--- src/rtl/v86_seq_pkg.sv ---
package v86_seq_pkg;
  typedef enum logic [1:0] {ST_IDLE, ST_PUSH, ST_DONE, ST_FAULT} seq_state_e;
  localparam int FL_TF      = 8;
  localparam int FL_IF      = 9;
  localparam int FL_IOPL_LO = 12;
  localparam int FL_VM      = 17;
  localparam int SEG_WORDS   = 4;   // GS, FS, DS, ES
  localparam int FRAME_WORDS = 9;
endpackage

--- src/rtl/v86_gate_check.sv ---
module v86_gate_check (
  input  logic [1:0] iopl_i,
  input  logic [1:0] gate_dpl_i,
  input  logic [1:0] tgt_cpl_i,
  output logic       gp_o
);
  // Entry from v86 needs IOPL 3, a DPL-3 gate and a ring-0 target.
  assign gp_o = (iopl_i != 2'd3) || (gate_dpl_i != 2'd3) || (tgt_cpl_i != 2'd0);
endmodule

--- src/rtl/v86_frame_sel.sv ---
module v86_frame_sel
  import v86_seq_pkg::*;
#(
  parameter int WORD_W = 32,
  parameter int SEG_W  = 16,
  localparam int IDX_W = $clog2(FRAME_WORDS)
) (
  input  logic [SEG_W-1:0]  seg_i [SEG_WORDS],
  input  logic [SEG_W-1:0]  ss_i,
  input  logic [WORD_W-1:0] esp_i,
  input  logic [WORD_W-1:0] fl_i,
  input  logic [SEG_W-1:0]  cs_i,
  input  logic [WORD_W-1:0] eip_i,
  input  logic [IDX_W-1:0]  idx_i,
  output logic [WORD_W-1:0] word_o
);
  localparam int PAD_W = WORD_W - SEG_W;
  localparam logic [IDX_W-1:0] LAST = IDX_W'(FRAME_WORDS - 1);

  logic [WORD_W-1:0] slot [FRAME_WORDS];

  for (genvar g = 0; g < SEG_WORDS; g++) begin : g_seg
    assign slot[g] = {{PAD_W{1'b0}}, seg_i[g]};
  end
  assign slot[SEG_WORDS]     = {{PAD_W{1'b0}}, ss_i};
  assign slot[SEG_WORDS + 1] = esp_i;
  assign slot[SEG_WORDS + 2] = fl_i;
  assign slot[SEG_WORDS + 3] = {{PAD_W{1'b0}}, cs_i};
  assign slot[SEG_WORDS + 4] = eip_i;

  assign word_o = (idx_i <= LAST) ? slot[idx_i] : '0;
endmodule

--- src/rtl/v86_int_frame_seq.sv ---
module v86_int_frame_seq
  import v86_seq_pkg::*;
#(
  parameter int WORD_W = 32,
  parameter int SEG_W  = 16
) (
  input  logic              clk_i,
  input  logic              rst_ni,
  input  logic              start_i,
  input  logic              gate_int_i,
  input  logic [1:0]        gate_dpl_i,
  input  logic [1:0]        tgt_cpl_i,
  input  logic [SEG_W-1:0]  gs_i,
  input  logic [SEG_W-1:0]  fs_i,
  input  logic [SEG_W-1:0]  ds_i,
  input  logic [SEG_W-1:0]  es_i,
  input  logic [SEG_W-1:0]  ss_i,
  input  logic [WORD_W-1:0] esp_i,
  input  logic [WORD_W-1:0] eflags_i,
  input  logic [SEG_W-1:0]  cs_i,
  input  logic [WORD_W-1:0] eip_i,
  input  logic [SEG_W-1:0]  ss0_i,
  input  logic [WORD_W-1:0] esp0_i,
  input  logic [SEG_W-1:0]  hsel_i,
  input  logic [WORD_W-1:0] hoff_i,
  output logic              busy_o,
  output logic              mem_req_o,
  output logic [WORD_W-1:0] mem_addr_o,
  output logic [WORD_W-1:0] mem_wdata_o,
  input  logic              mem_rdy_i,
  output logic [SEG_W-1:0]  gs_o,
  output logic [SEG_W-1:0]  fs_o,
  output logic [SEG_W-1:0]  ds_o,
  output logic [SEG_W-1:0]  es_o,
  output logic [SEG_W-1:0]  ss_o,
  output logic [WORD_W-1:0] esp_o,
  output logic [WORD_W-1:0] eflags_o,
  output logic [SEG_W-1:0]  cs_o,
  output logic [WORD_W-1:0] eip_o,
  output logic              done_o,
  output logic              fault_gp_o
);
  localparam int IDX_W = $clog2(FRAME_WORDS);
  localparam logic [WORD_W-1:0] STEP_W   = WORD_W'(WORD_W / 8);
  localparam logic [IDX_W-1:0]  LAST     = IDX_W'(FRAME_WORDS - 1);
  localparam logic [IDX_W-1:0]  LAST_SEG = IDX_W'(SEG_WORDS - 1);

  seq_state_e        state_q;
  logic [IDX_W-1:0]  idx_q;
  logic [SEG_W-1:0]  seg_q [SEG_WORDS];
  logic [SEG_W-1:0]  ss_q, cs_q, old_ss_q, hsel_q;
  logic [WORD_W-1:0] esp_q, fl_q, eip_q, old_esp_q, old_fl_q, hoff_q;
  logic [WORD_W-1:0] fl_new;
  logic              gp;

  v86_gate_check u_gate_check (
    .iopl_i     (eflags_i[FL_IOPL_LO +: 2]),
    .gate_dpl_i (gate_dpl_i),
    .tgt_cpl_i  (tgt_cpl_i),
    .gp_o       (gp)
  );

  v86_frame_sel #(.WORD_W(WORD_W), .SEG_W(SEG_W)) u_frame_sel (
    .seg_i  (seg_q),
    .ss_i   (old_ss_q),
    .esp_i  (old_esp_q),
    .fl_i   (old_fl_q),
    .cs_i   (cs_q),
    .eip_i  (eip_q),
    .idx_i  (idx_q),
    .word_o (mem_wdata_o)
  );

  always_comb begin
    fl_new        = eflags_i;
    fl_new[FL_VM] = 1'b0;
    fl_new[FL_TF] = 1'b0;
    if (gate_int_i) fl_new[FL_IF] = 1'b0;
  end

  always_ff @(posedge clk_i or negedge rst_ni) begin
    if (!rst_ni) begin
      state_q   <= ST_IDLE;
      idx_q     <= '0;
      for (int k = 0; k < SEG_WORDS; k++) seg_q[k] <= '0;
      ss_q      <= '0;
      cs_q      <= '0;
      old_ss_q  <= '0;
      hsel_q    <= '0;
      esp_q     <= '0;
      fl_q      <= '0;
      eip_q     <= '0;
      old_esp_q <= '0;
      old_fl_q  <= '0;
      hoff_q    <= '0;
    end else begin
      unique case (state_q)
        ST_IDLE: if (start_i) begin
          if (gp) begin
            state_q <= ST_FAULT;
          end else begin
            state_q   <= ST_PUSH;
            idx_q     <= '0;
            seg_q[0]  <= gs_i;
            seg_q[1]  <= fs_i;
            seg_q[2]  <= ds_i;
            seg_q[3]  <= es_i;
            old_ss_q  <= ss_i;
            old_esp_q <= esp_i;
            old_fl_q  <= eflags_i;
            ss_q      <= ss0_i;     // stack switch precedes first push
            esp_q     <= esp0_i;
            fl_q      <= fl_new;
            cs_q      <= cs_i;
            eip_q     <= eip_i;
            hsel_q    <= hsel_i;
            hoff_q    <= hoff_i;
          end
        end
        ST_PUSH: if (mem_rdy_i) begin
          esp_q <= esp_q - STEP_W;
          idx_q <= idx_q + 1'b1;
          if (idx_q == LAST_SEG)
            for (int k = 0; k < SEG_WORDS; k++) seg_q[k] <= '0;
          if (idx_q == LAST) begin
            state_q <= ST_DONE;
            cs_q    <= hsel_q;
            eip_q   <= hoff_q;
          end
        end
        default: state_q <= ST_IDLE;
      endcase
    end
  end

  assign busy_o     = (state_q != ST_IDLE);
  assign mem_req_o  = (state_q == ST_PUSH);
  assign mem_addr_o = esp_q - STEP_W;
  assign done_o     = (state_q == ST_DONE);
  assign fault_gp_o = (state_q == ST_FAULT);
  assign gs_o       = seg_q[0];
  assign fs_o       = seg_q[1];
  assign ds_o       = seg_q[2];
  assign es_o       = seg_q[3];
  assign ss_o       = ss_q;
  assign esp_o      = esp_q;
  assign eflags_o   = fl_q;
  assign cs_o       = cs_q;
  assign eip_o      = eip_q;

  assert_idle_quiet_R1: assert property (@(posedge clk_i) disable iff (!rst_ni)
    !busy_o |-> !mem_req_o && !done_o);
  assert_fault_quiet_R2: assert property (@(posedge clk_i) disable iff (!rst_ni)
    fault_gp_o |-> !mem_req_o && $stable(esp_o) && $stable(eflags_o) && $stable(gs_o));
  assert_flags_clear_R4: assert property (@(posedge clk_i) disable iff (!rst_ni)
    mem_req_o |-> !eflags_o[FL_VM] && !eflags_o[FL_TF]);
  assert_esp_step_R5: assert property (@(posedge clk_i) disable iff (!rst_ni)
    mem_req_o && mem_rdy_i |=> esp_o == $past(esp_o) - STEP_W);
  assert_req_hold_R5: assert property (@(posedge clk_i) disable iff (!rst_ni)
    mem_req_o && !mem_rdy_i |=> mem_req_o && $stable(mem_addr_o) && $stable(mem_wdata_o));
  assert_segs_null_R7: assert property (@(posedge clk_i) disable iff (!rst_ni)
    done_o |-> gs_o == '0 && fs_o == '0 && ds_o == '0 && es_o == '0);
  assert_done_pulse_R8: assert property (@(posedge clk_i) disable iff (!rst_ni)
    done_o |=> !done_o);
endmodule

--- config.mk ---
export PLATFORM = sky130hd
export DESIGN_NAME = v86_int_frame_seq
export DESIGN_NICKNAME = d
export VERILOG_FILES = /design/src/rtl/v86_seq_pkg.sv /design/src/rtl/v86_gate_check.sv /design/src/rtl/v86_frame_sel.sv /design/src/rtl/v86_int_frame_seq.sv
export SDC_FILE = /design/constraint.sdc
export NUM_CORES = 1
export LEC_CHECK = 0
export BUFFER_PORTS_ARGS = -buffer_cell sky130_fd_sc_hd__buf_2
export CAP_MARGIN = 20
export CORE_AREA = 4 4 213 215
export DETAILED_ROUTE_END_ITERATION = 10
export DIE_AREA = 0 0 217 219
export GPL_ROUTABILITY_DRIVEN = 0
export GPL_TIMING_DRIVEN = 1
export HOLD_SLACK_MARGIN = 0.05
export PLACE_DENSITY = 0.7
export SYNTH_ARGS = -nofsm -noshare
export SYNTH_HDL_FRONTEND = slang
export SYNTH_SLANG_ARGS = --single-unit
--- constraint.sdc ---
create_clock -name clk_i -period 3 [get_ports clk_i]
set_input_delay 0 -clock clk_i [delete_from_list [all_inputs] [get_ports clk_i]]
set_output_delay 0 -clock clk_i [all_outputs]
set_load 0.02 [all_outputs]
==> summary.md <==
| Metric | Value |
|---|---|
| Mux contribution to synthesized area | `0.139` |
| Post-synthesis compound-gate area fraction | `0.133` |
| Max-Cap Viols | `0` |
| Power per standard cell area | `806 nW/um2` |
| GRT Util Overall | `0.259` |
| Crit-path cells | `inv_2 > ha_4 > or4b_4 > or3_4 > buf_6 > nor3_4 > buf_4 > xor2_1 > buf_4` |
| Final period utilization | `1.01` |
| Clk_lat worst skew | `0.54 ns` |
| FP Rows | `77` |
| Final hold viol count | `0` |
| CTS buffer count | `35` |
| Clk root buf | `clkbuf_16` |
| Syn Std Cell Area | `14400 um2` |
| Largest net degree at the start of global routing | `104` |
| Critical path buffers and inverters | `4` |
| FF-to-FF path depth | `9` |
| Number of synthesized flops with an enable pin | `0` |
| Design area | `22100 um2` |
| Xor and xnor area share after synthesis | `0.0158` |
| Place WS | `0.247 ns` |
| RSZ-0062 raised after global routing | `yes` |
| Final setup violation count | `2` |
| Worst slew pin tran | `0.900 ns` |
| Simple-gate share of the synthesized area | `0.145` |
| Overall Power | `0.0178 W` |
| CTS tree | `done` |
| CP Data Arrival Time | `3.03 ns` |
| First-pass GRT wire length | `95800 um` |
| GRT Residual Overflow | `0` |
| Largest family of logic cells by synthesized area | `simple AND/OR/NAND/NOR gates` |
| Top Ports | `557` |
| Adder-Cell Fraction of Synth Area | `0.00260` |
| Yosys reg bits | `295` |
| Most numerous cell in the Yosys netlist | `dfrtp_1` |
| Final Critical Period | `3.03 ns` |
| Chip Width | `217 um` |
| Worst-path maximum fanout | `6` |
| TritonRoute pass-1 iters | `5` |
| Worst setup EP type | `output pin` |
| Utilization after layout | `0.506` |
| Nets@finish | `2521` |
| Cell repeated most along the worst path | `buf_4` |
| Worst setup margin | `-0.0276 ns` |
| Antenna violations before repair | `4` |
| Die height | `219 um` |
| Layout cells sized above 1 | `0.326` |
| Critical-path top delay cell | `or4b_4` |
| Top post-synthesis cells by area | `dfrtp_1, nand2_1, mux2i_1, mux2_1, a22o_1` |
| Worst reg2reg endpoint | `esp_o[28]$_DFFE_PN0P_` |
| Max IR drop VDD | `0.531 mV` |
| Area post-placement | `17800 um2` |
| Sequential share of the synthesized area | `0.511` |
| Area grow syn2layout | `53.3%` |
| Beginning of the critical path | `esp_o[2]$_DFFE_PN0P_` |
| Crit-path leading delay family | `simple AND/OR/NAND/NOR gates` |
| Status | `complete, but fails checks` |
| Routed wire per std cell | `22.6 um` |
| R2r startpoint | `esp_o[2]$_DFFE_PN0P_` |
| Routed Antenna Nets | `0` |
| Avg Inst Size Synth | `10.2 um2` |
| Starting Density | `0.330` |
| Yosys cell types | `61` |
| Normalized max-slew margin | `0.400` |
| Slew Limit Fails | `0` |
| Max Fclk | `330 MHz` |
| Worst Skew | `0.0182 ns` |
| CTS max path bufs | `3` |
| Clock-pin slew on the worst setup and hold paths | `0.06 ns` |
| Violations in the final reports | `setup timing` |
| Clk sinks | `295` |
| Largest stage delay on the critical path | `0.49 ns` |
| WP data required | `3.00 ns` |
| Core footprint | `43700 um2` |
| Main synth FF type | `dfrtp_1` |
| Startpoint type of the worst setup path | `flip-flop` |
| Top cell type's share of synthesized area | `0.511` |
| Via count | `15.2k` |
| Asr flop ratio synth | `1.00` |
| Lkg Pwr | `11.8 nW` |
| Total routed wirelength | `64200 um` |
| DR iter-0 viols | `1353` |
| Largest area contributor in the netlist | `dfrtp_1` |
| YS warnings | `0` |
| Die area | `47500 um2` |
| Post-route DRC | `0` |
| # port buffers | `554` |
| DP HPWL | `42300 um` |
| Post-Synthesis Cells | `1416` |
| Via count of the first global-routing pass | `15.8k` |
| Hold Crit Class | `in -> async` |
| Kind of critical path | `reg -> out` |
| Top post-synthesis cells by count | `dfrtp_1, nand2_1, nor2_1, a21oi_1, mux2i_1` |
| Vias/cell | `5.36` |
| H-tree levels | `2` |
| Register-to-register setup slack | `0.30 ns` |
state kept, by name, indices dropped and copies added, names as in the netlist, 16 cells and up:
signal,cells
old_fl_q,32
ss_o,16
es_o,16
hoff_q,32
cs_o,16
fs_o,16
old_ss_q,16
old_esp_q,32
esp_o,32
eip_o,32
hsel_q,16
gs_o,16
ds_o,16
per-stage QoR:
stage	setup TNS, ns	std cells	hold WS, ns
5_1_grt	-0.454	2836	0.181
6_report	-0.0403	2839	0.126
2_1_floorplan	0	1417	-0.296
4_1_cts	0	2828	0.159
3_5_place_dp	0	2469	0.129
3_3_place_gp	0	2469	0.122
cells in the final DEF, fill, tap and decap left out, types with 22 or more instances in the layout:
cell / instances
buf_2: 547
dlygate4sd3_1: 294
dfrtp_1: 292
nand2_1: 274
nor2_1: 119
a21oi_1: 80
mux2i_1: 79
a22o_1: 66
mux2_1: 65
buf_4: 52
clkbuf_16: 37
inv_1: 22
o21ai_1: 22
worst max-delay path by stage:
stage          cells past startpoint                   end
4_1_cts                            7        mem_wdata_o[1]
5_1_grt                            9        mem_addr_o[18]
3_5_place_dp                       8        mem_addr_o[28]
3_3_place_gp                       8        mem_addr_o[28]
2_1_floorplan                     12  cs_o[10]$_DFFE_PN0P_
6_report                           9        mem_addr_o[18]
power by group:
group	switching (W)	internal [W]	total, W	leakage (nW)
clock	0.00171	0.00263	0.00434	0.566
sequential	0.000888	0.00477	0.00566	3.97
combinational	0.00494	0.00290	0.00784	7.30
what timing repair did:
item | in CTS | in global routing
hold buffers | 295 | 0
resized for setup | 10 | 14
gates cloned | 0 | 0
setup buffers | 6 | 6
pin swaps | 4 | 4
hold endpoints to repair | 386 | 0
endpoints found under the setup margin | 14 | 17
cell families after synthesis:
logic type | Yosys count
simple gates | 481
flops | 295
compound gates | 275
mux | 170
buf+inv | 165
xor+xnor | 26
fa+ha+maj | 3
other cells | 1
layer usage:
layer / wire length, um / share of wire / vias up / GRT usage
met3: 4910 / 0.076 / 220 / 0.0577
met2: 31600 / 0.49 / 968 / 0.445
met4: 3100 / 0.048 / 4 / 0.115
met1: 24500 / 0.38 / 7480 / 0.314
met5: 21 / 0.00033 / - / 0
li1: - / - / 6532 / -
final cells by class:
cell class,instances,area (um2)
Clock inverter,8,101
Sequential cell,295,7390
Fill cell,3721,21600
Clock buffer,50,1060
Antenna cell,5,12.5
Multi-Input combinational cell,957,6380
Tap cell,592,741
Timing Repair Buffer,908,6350
Inverter,24,90.1
(Power assumes the default switching activity.)
